===== src/rtl/fhc_pkg.sv =====
package fhc_pkg;
  localparam int INSTR_W = 32;
  localparam int OPC_W   = 6;
  localparam int REG_AW  = 5;
  localparam int CLS_W   = 3;

  localparam int OPC_LSB = INSTR_W - OPC_W;
  localparam int RS1_LSB = OPC_LSB - REG_AW;
  localparam int RS2_LSB = RS1_LSB - REG_AW;
  localparam int RS3_LSB = RS2_LSB - REG_AW;
  localparam int IMM_S_W = 16;
  localparam int IMM_L_W = OPC_LSB;

  typedef enum logic [CLS_W-1:0] {
    CLS_OTHER = 3'd0,
    CLS_ALUR  = 3'd1,
    CLS_ALUI  = 3'd2,
    CLS_LOAD  = 3'd3,
    CLS_STORE = 3'd4,
    CLS_BEQZ  = 3'd5,
    CLS_JUMP  = 3'd6
  } iclass_e;

  function automatic iclass_e classify(input logic [OPC_W-1:0] opc);
    iclass_e c;
    if (opc == 6'h00)                   c = CLS_ALUR;
    else if (opc[OPC_W-1:3] == 3'b001)  c = CLS_ALUI;
    else if (opc == 6'h23)              c = CLS_LOAD;
    else if (opc == 6'h2B)              c = CLS_STORE;
    else if (opc == 6'h04)              c = CLS_BEQZ;
    else if (opc == 6'h02)              c = CLS_JUMP;
    else                                c = CLS_OTHER;
    return c;
  endfunction
endpackage


===== src/rtl/fhc_decode.sv =====
module fhc_decode
  import fhc_pkg::*;
#(
  parameter int XLEN = 32
) (
  input  logic [INSTR_W-1:0] instr,
  output iclass_e            cls,
  output logic [REG_AW-1:0]  rs1,
  output logic [REG_AW-1:0]  rs2,
  output logic [REG_AW-1:0]  rs3,
  output logic [XLEN-1:0]    imm_short,
  output logic [XLEN-1:0]    imm_long
);
  localparam int SPAD = XLEN - IMM_S_W;
  localparam int LPAD = XLEN - IMM_L_W;

  always_comb begin
    cls       = classify(instr[INSTR_W-1:OPC_LSB]);
    rs1       = instr[RS1_LSB +: REG_AW];
    rs2       = instr[RS2_LSB +: REG_AW];
    rs3       = instr[RS3_LSB +: REG_AW];
    imm_short = {{SPAD{instr[IMM_S_W-1]}}, instr[IMM_S_W-1:0]};
    imm_long  = {{LPAD{instr[IMM_L_W-1]}}, instr[IMM_L_W-1:0]};
  end
endmodule


===== src/rtl/fhc_hazard.sv =====
module fhc_hazard
  import fhc_pkg::*;
#(
  parameter int XLEN = 32
) (
  input  iclass_e            dec_cls,
  input  logic [REG_AW-1:0]  dec_rs1,
  input  logic [REG_AW-1:0]  dec_rs2,
  input  logic [XLEN-1:0]    dec_imm_short,
  input  logic [XLEN-1:0]    dec_imm_long,
  input  logic               dec_bubble,
  input  logic               ex_bubble,
  input  iclass_e            ex_cls,
  input  logic [REG_AW-1:0]  ex_dest,
  input  logic [XLEN-1:0]    opa,
  input  logic [XLEN-1:0]    pc,
  output logic               lu_stall,
  output logic               taken,
  output logic [XLEN-1:0]    target
);
  logic src_hit;
  logic ex_is_load;
  logic opa_zero;

  always_comb begin
    ex_is_load = !ex_bubble && (ex_cls == CLS_LOAD);
    src_hit    = (dec_rs1 == ex_dest) || (dec_rs2 == ex_dest);
    lu_stall   = ex_is_load && !dec_bubble && src_hit;
    opa_zero   = (opa == '0);
    taken      = !dec_bubble &&
                 ((dec_cls == CLS_JUMP) || ((dec_cls == CLS_BEQZ) && opa_zero));
    target     = pc + ((dec_cls == CLS_JUMP) ? dec_imm_long : dec_imm_short);
  end
endmodule


===== src/rtl/fhc_state.sv =====
module fhc_state
  import fhc_pkg::*;
#(
  parameter int          XLEN     = 32,
  parameter logic [XLEN-1:0] RESET_PC = '0
) (
  input  logic               clk,
  input  logic               rst_n,
  input  logic               stall_req,
  input  logic [INSTR_W-1:0] imem_rdata,
  input  logic               lu_stall,
  input  logic               taken,
  input  logic [XLEN-1:0]    target,
  input  iclass_e            dec_cls,
  input  logic [REG_AW-1:0]  dec_rs2,
  input  logic [REG_AW-1:0]  dec_rs3,
  output logic [XLEN-1:0]    pc_q,
  output logic [INSTR_W-1:0] ifid_instr_q,
  output logic               ifid_bubble_q,
  output logic               idex_bubble_q,
  output logic [REG_AW-1:0]  idex_dest_q,
  output iclass_e            idex_cls_q
);
  localparam logic [XLEN-1:0] PC_STEP = XLEN'(4);

  logic [XLEN-1:0]    pc_d;
  logic [INSTR_W-1:0] instr_d;
  logic               ifid_bub_d;
  logic               idex_bub_d;
  logic [REG_AW-1:0]  dest_d;

  // fetch side: priority is interlock, then external stall, then advance
  always_comb begin
    pc_d       = pc_q;
    instr_d    = ifid_instr_q;
    ifid_bub_d = ifid_bubble_q;
    if (lu_stall) begin
      pc_d       = pc_q;
    end else if (stall_req) begin
      ifid_bub_d = 1'b1;
      pc_d       = taken ? target : pc_q;
    end else begin
      instr_d    = imem_rdata;
      ifid_bub_d = taken;
      pc_d       = taken ? target : pc_q + PC_STEP;
    end
  end

  // decode side: bubble and destination for execute
  always_comb begin
    idex_bub_d = lu_stall || ifid_bubble_q ||
                 (dec_cls == CLS_JUMP) || (dec_cls == CLS_BEQZ);
    if (idex_bub_d) begin
      dest_d = '0;
    end else begin
      unique case (dec_cls)
        CLS_LOAD, CLS_ALUI: dest_d = dec_rs2;
        CLS_ALUR:           dest_d = dec_rs3;
        default:            dest_d = '0;
      endcase
    end
  end

  always_ff @(posedge clk or negedge rst_n) begin
    if (!rst_n) begin
      pc_q          <= RESET_PC;
      ifid_instr_q  <= '0;
      ifid_bubble_q <= 1'b1;
      idex_bubble_q <= 1'b1;
      idex_dest_q   <= '0;
      idex_cls_q    <= CLS_OTHER;
    end else begin
      pc_q          <= pc_d;
      ifid_instr_q  <= instr_d;
      ifid_bubble_q <= ifid_bub_d;
      idex_bubble_q <= idex_bub_d;
      idex_dest_q   <= dest_d;
      idex_cls_q    <= dec_cls;
    end
  end
endmodule


===== src/rtl/fhc_fetch_ctrl.sv =====
module fhc_fetch_ctrl
  import fhc_pkg::*;
#(
  parameter int          XLEN     = 32,
  parameter logic [XLEN-1:0] RESET_PC = '0
) (
  input  logic               clk,
  input  logic               rst_n,
  input  logic               stall_req_i,
  input  logic [INSTR_W-1:0] imem_rdata_i,
  input  logic [XLEN-1:0]    fwd_opa_i,
  output logic [XLEN-1:0]    pc_o,
  output logic [INSTR_W-1:0] ifid_instr_o,
  output logic               ifid_bubble_o,
  output logic               idex_bubble_o,
  output logic [REG_AW-1:0]  idex_dest_o,
  output logic [CLS_W-1:0]   idex_class_o,
  output logic               load_use_stall_o,
  output logic               branch_taken_o
);
  iclass_e           dec_cls;
  logic [REG_AW-1:0] dec_rs1, dec_rs2, dec_rs3;
  logic [XLEN-1:0]   dec_imm_s, dec_imm_l;
  logic [XLEN-1:0]   target;
  iclass_e           idex_cls;

  fhc_decode #(.XLEN(XLEN)) u_dec (
    .instr     (ifid_instr_o),
    .cls       (dec_cls),
    .rs1       (dec_rs1),
    .rs2       (dec_rs2),
    .rs3       (dec_rs3),
    .imm_short (dec_imm_s),
    .imm_long  (dec_imm_l)
  );

  fhc_hazard #(.XLEN(XLEN)) u_haz (
    .dec_cls       (dec_cls),
    .dec_rs1       (dec_rs1),
    .dec_rs2       (dec_rs2),
    .dec_imm_short (dec_imm_s),
    .dec_imm_long  (dec_imm_l),
    .dec_bubble    (ifid_bubble_o),
    .ex_bubble     (idex_bubble_o),
    .ex_cls        (idex_cls),
    .ex_dest       (idex_dest_o),
    .opa           (fwd_opa_i),
    .pc            (pc_o),
    .lu_stall      (load_use_stall_o),
    .taken         (branch_taken_o),
    .target        (target)
  );

  fhc_state #(.XLEN(XLEN), .RESET_PC(RESET_PC)) u_st (
    .clk           (clk),
    .rst_n         (rst_n),
    .stall_req     (stall_req_i),
    .imem_rdata    (imem_rdata_i),
    .lu_stall      (load_use_stall_o),
    .taken         (branch_taken_o),
    .target        (target),
    .dec_cls       (dec_cls),
    .dec_rs2       (dec_rs2),
    .dec_rs3       (dec_rs3),
    .pc_q          (pc_o),
    .ifid_instr_q  (ifid_instr_o),
    .ifid_bubble_q (ifid_bubble_o),
    .idex_bubble_q (idex_bubble_o),
    .idex_dest_q   (idex_dest_o),
    .idex_cls_q    (idex_cls)
  );

  assign idex_class_o = idex_cls;
endmodule


===== config.mk =====
export PLATFORM = sky130hd
export DESIGN_NAME = fhc_fetch_ctrl
export DESIGN_NICKNAME = d
export VERILOG_FILES = /design/src/rtl/fhc_pkg.sv /design/src/rtl/fhc_decode.sv /design/src/rtl/fhc_hazard.sv /design/src/rtl/fhc_state.sv /design/src/rtl/fhc_fetch_ctrl.sv
export SDC_FILE = /design/constraint.sdc
export NUM_CORES = 1
export LEC_CHECK = 0
export ABC_AREA = 1
export CORE_MARGIN = 4
export CORE_UTILIZATION = 30
export CTS_CLUSTER_SIZE = 40
export DETAILED_ROUTE_END_ITERATION = 10
export GPL_TIMING_DRIVEN = 1
export PLACE_DENSITY = 0.57
export SLEW_MARGIN = 10
export SYNTH_ARGS = -nofsm -noshare
export SYNTH_HDL_FRONTEND = slang
export SYNTH_SLANG_ARGS = --single-unit

===== constraint.sdc =====
create_clock -name clk -period 6 [get_ports clk]
set_clock_uncertainty 0.05 [all_clocks]
set_input_delay 1.5 -clock clk [delete_from_list [all_inputs] [get_ports clk]]
set_output_delay 1.5 -clock clk [all_outputs]
set_load 0.02 [all_outputs]

==> reports/metrics.yaml <==
outcome: "complete, no violations"
grt_usage: 0.191
postCtsSetupBuffers: 0
grt_pass1_vias: 7037
drt_iter0_markers: 451
worstPathCellList: "clkdlybuf4s50_1 > nor2_1 > nand2_1 > nor2_1 > nand2_1 > nor2_1 > nand2_1 > nand2_2 > nand2_2 > inv_1 > clkdlybuf4s50_1"
grt_pass1_wl_um: 38800
ctsHoldBuffers: 0
finalWorstSetupSlack_ps: 869
synthFlopType: "dfrtp_1"
grtUsageMet3: 0.0272
critPathCapture: "branch_taken_o"
async_flop_share: 1.00
relSlewSlack: 0.469
drc: 0
synth_area_sq_um: 6830
boundaryPins: 143
design.core.area_sq_um: 22100
initial_core_util: 0.309
path_delay_family: "buffers and inverters"
post-synth-top-count-cell: "nand2_1"
gp_congestion: 0.894
synth.ff_latch_count: 74
use_met1: 0.256
cts_tree: "yes"
nets: 1371
avgSynthCellArea_sq_um: 6.01
reg2reg_setup_slack_ps: 2910
top_usage_layer: "met2"
syn_to_final_growth_pct: 29.2
use_met2: 0.329
cts.clk_slew.worst_paths_ps: 60
path_max_fanout: 11
combPwrFrac: 0.517
synth_top_area_frac: 0.264
cap_violations: 0
viasPerCell: 4.65
ys_seq_area_frac: 0.271
required_ps: 4450
synth_nets: 1237
synthCells: 1136
min_period_ps: 5130
wirelength_um: 24100
cts_made_buffers: 9
clk_latency_ps: 340
hpwl_um: 19300
root_buffer: "clkbuf_16"
setup.worst_path.start: "fwd_opa_i[23]"
pre_cts_slack_ps: 838
max_freq_ghz: 0.195
antenna_found_initial: 0
die_h_um: 159
portBuffers: 142
drive_gt1_frac: 0.0392
globalRouteOverflowTotal: 0
seq_power_share: 0.263
synthTopCellsByCount: "nand2_1 (459), inv_1 (167), nor2_1 (126), nand3_1 (87), dfrtp_1 (72)"
num_antenna_cells: 0
slowest_stage: "clkdlybuf4s50_1"
dr_total_vias: 7226
wire_per_inst_um: 15.5
cp.depth: 11
setup_tns_ps: 0
p_per_area_nw_per_um2: 335
finalSetupViolCount: 0
worst_pin_slew_ps: 795
worstSetupPathType: "input port to output pin"
intPower_w: 0.00162
p_sw_w: 0.00133
hp-class: "flop to flop"
core.rowCount: 54
die_x_um: 159
hold_start: "u_st.pc_q[0]"
h-tree-depth: 3
reg2reg_depth: 17
path_buf_inv: 3
min_period_over_period: 0.855
synth.largest_area_cell: "dfrtp_1"
switching_share: 0.451
cts.repair.resized: 0
die-area_sq_um: 25200
finalPower_w: 0.00296
p_leak_nw: 4.67
clock_path_buffers: 2
utilization: 0.400
synth_edf_count: 0
synth_warnings: 0
grt_max_degree: 51
drtPass1Iterations: 4
synth_area_leaders: "dfrtp_1 (26%), nand2_1 (25%), inv_1 (9.2%)"
clockPowerShare: 0.220
r2r_start: "u_st.ifid_instr_q[31]"
arrival_ps: 3580
regToRegEndpoint: "u_st.pc_q[29]"
critical-path-max-stage-delay_ps: 630
yosys.cell_types.count: 38
cts.sinks: 74
worst_setup_path_end_kind: "output pin"
hold_viol: 0
rsz0062_at_grt: "no"
maxSlewViolCount: 0
startpoint_type: "input port"
postRouteAntennaNets: 0
max-vdd-ir-drop_mv: 0.164
-- flip-flops by register name, indices dropped and copies added (netlist names) --
register / cells
u_st.idex_dest_q: 5
u_st.pc_q: 32
u_st.idex_cls_q: 3
u_st.idex_bubble_q: 1
u_st.ifid_instr_q: 32
u_st.ifid_bubble_q: 1
-- logic make-up after synthesis --
group	count (synthesis)	share of synthesized area
AOI/OAI and AO/OA	63	0.0511
xor gates and xnor gates	42	0.0539
adders and majority gates	34	0.0634
buffers and inverters	192	0.114
DFF	74	0.271
and+or+nand+nor	731	0.446
-- per-stage QoR --
step	cells	hold WS, ps	cell area, sq um
2_1_floorplan	1136	555	6830
3_3_place_gp	1539	457	8470
3_5_place_dp	1539	458	8470
4_1_cts	1555	476	8830
5_1_grt	1555	508	8830
6_report	1555	467	8830
-- routing by layer --
layer,vias up,wire [um]
met5,-,0
met4,0,380
li1,3759,-
met1,3269,11100
met2,177,11600
met3,21,1060
-- cells in the final DEF (no fill, tap or decap), drive strengths merged, types with 5 or more instances in the layout --
| cell type | count |
|---|---|
| inv | 171 |
| nand4 | 9 |
| xor2 | 28 |
| clkbuf | 11 |
| a21oi | 19 |
| nand3 | 92 |
| nand2 | 467 |
| nor2 | 134 |
| o21ai | 35 |
| a22oi | 5 |
| nor3 | 20 |
| ha | 33 |
| xnor2 | 14 |
| dfrtp | 72 |
| clkdlybuf4s50 | 141 |
-- worst min-delay path: cells and delay by family, from the launching register on --
family / cells / cell delay (ps)
AND/OR/NAND/NOR: 2 / 110
flip-flops: 1 / 370
-- worst min-delay path by stage --
stage	cells past startpoint	slack, ps	end
2_1_floorplan	2	560	u_st.ifid_instr_q[0]
3_3_place_gp	2	460	u_st.ifid_instr_q[2]
3_5_place_dp	2	460	u_st.pc_q[0]
4_1_cts	2	480	u_st.ifid_instr_q[2]
5_1_grt	2	510	u_st.ifid_instr_q[0]
6_report	2	470	u_st.pc_q[0]
-- area by class of cell --
type,count,area (sq um)
Clock buffer,11,253
Clock inverter,5,100
Fill cell,2387,13300
Inverter,171,642
Multi-Input combinational cell,870,4190
Sequential cell,74,1850
Tap cell,280,350
Timing Repair Buffer,144,1430
-- power groups by stage --
| stage | sequential, W | clock, W | combinational (W) |
|---|---|---|---|
| 4_1_cts | 0.000783 | 0.000663 | 0.00154 |
| 3_5_place_dp | 0.000792 | 0 | 0.00153 |
| 5_1_grt | 0.000799 | 0.000682 | 0.00173 |
| 6_report | 0.000779 | 0.000651 | 0.00153 |
| 2_1_floorplan | 0.000831 | 0 | 0.000918 |
| 3_3_place_gp | 0.000792 | 0 | 0.00152 |
Note: power is estimated with default switching activity, not from simulation.
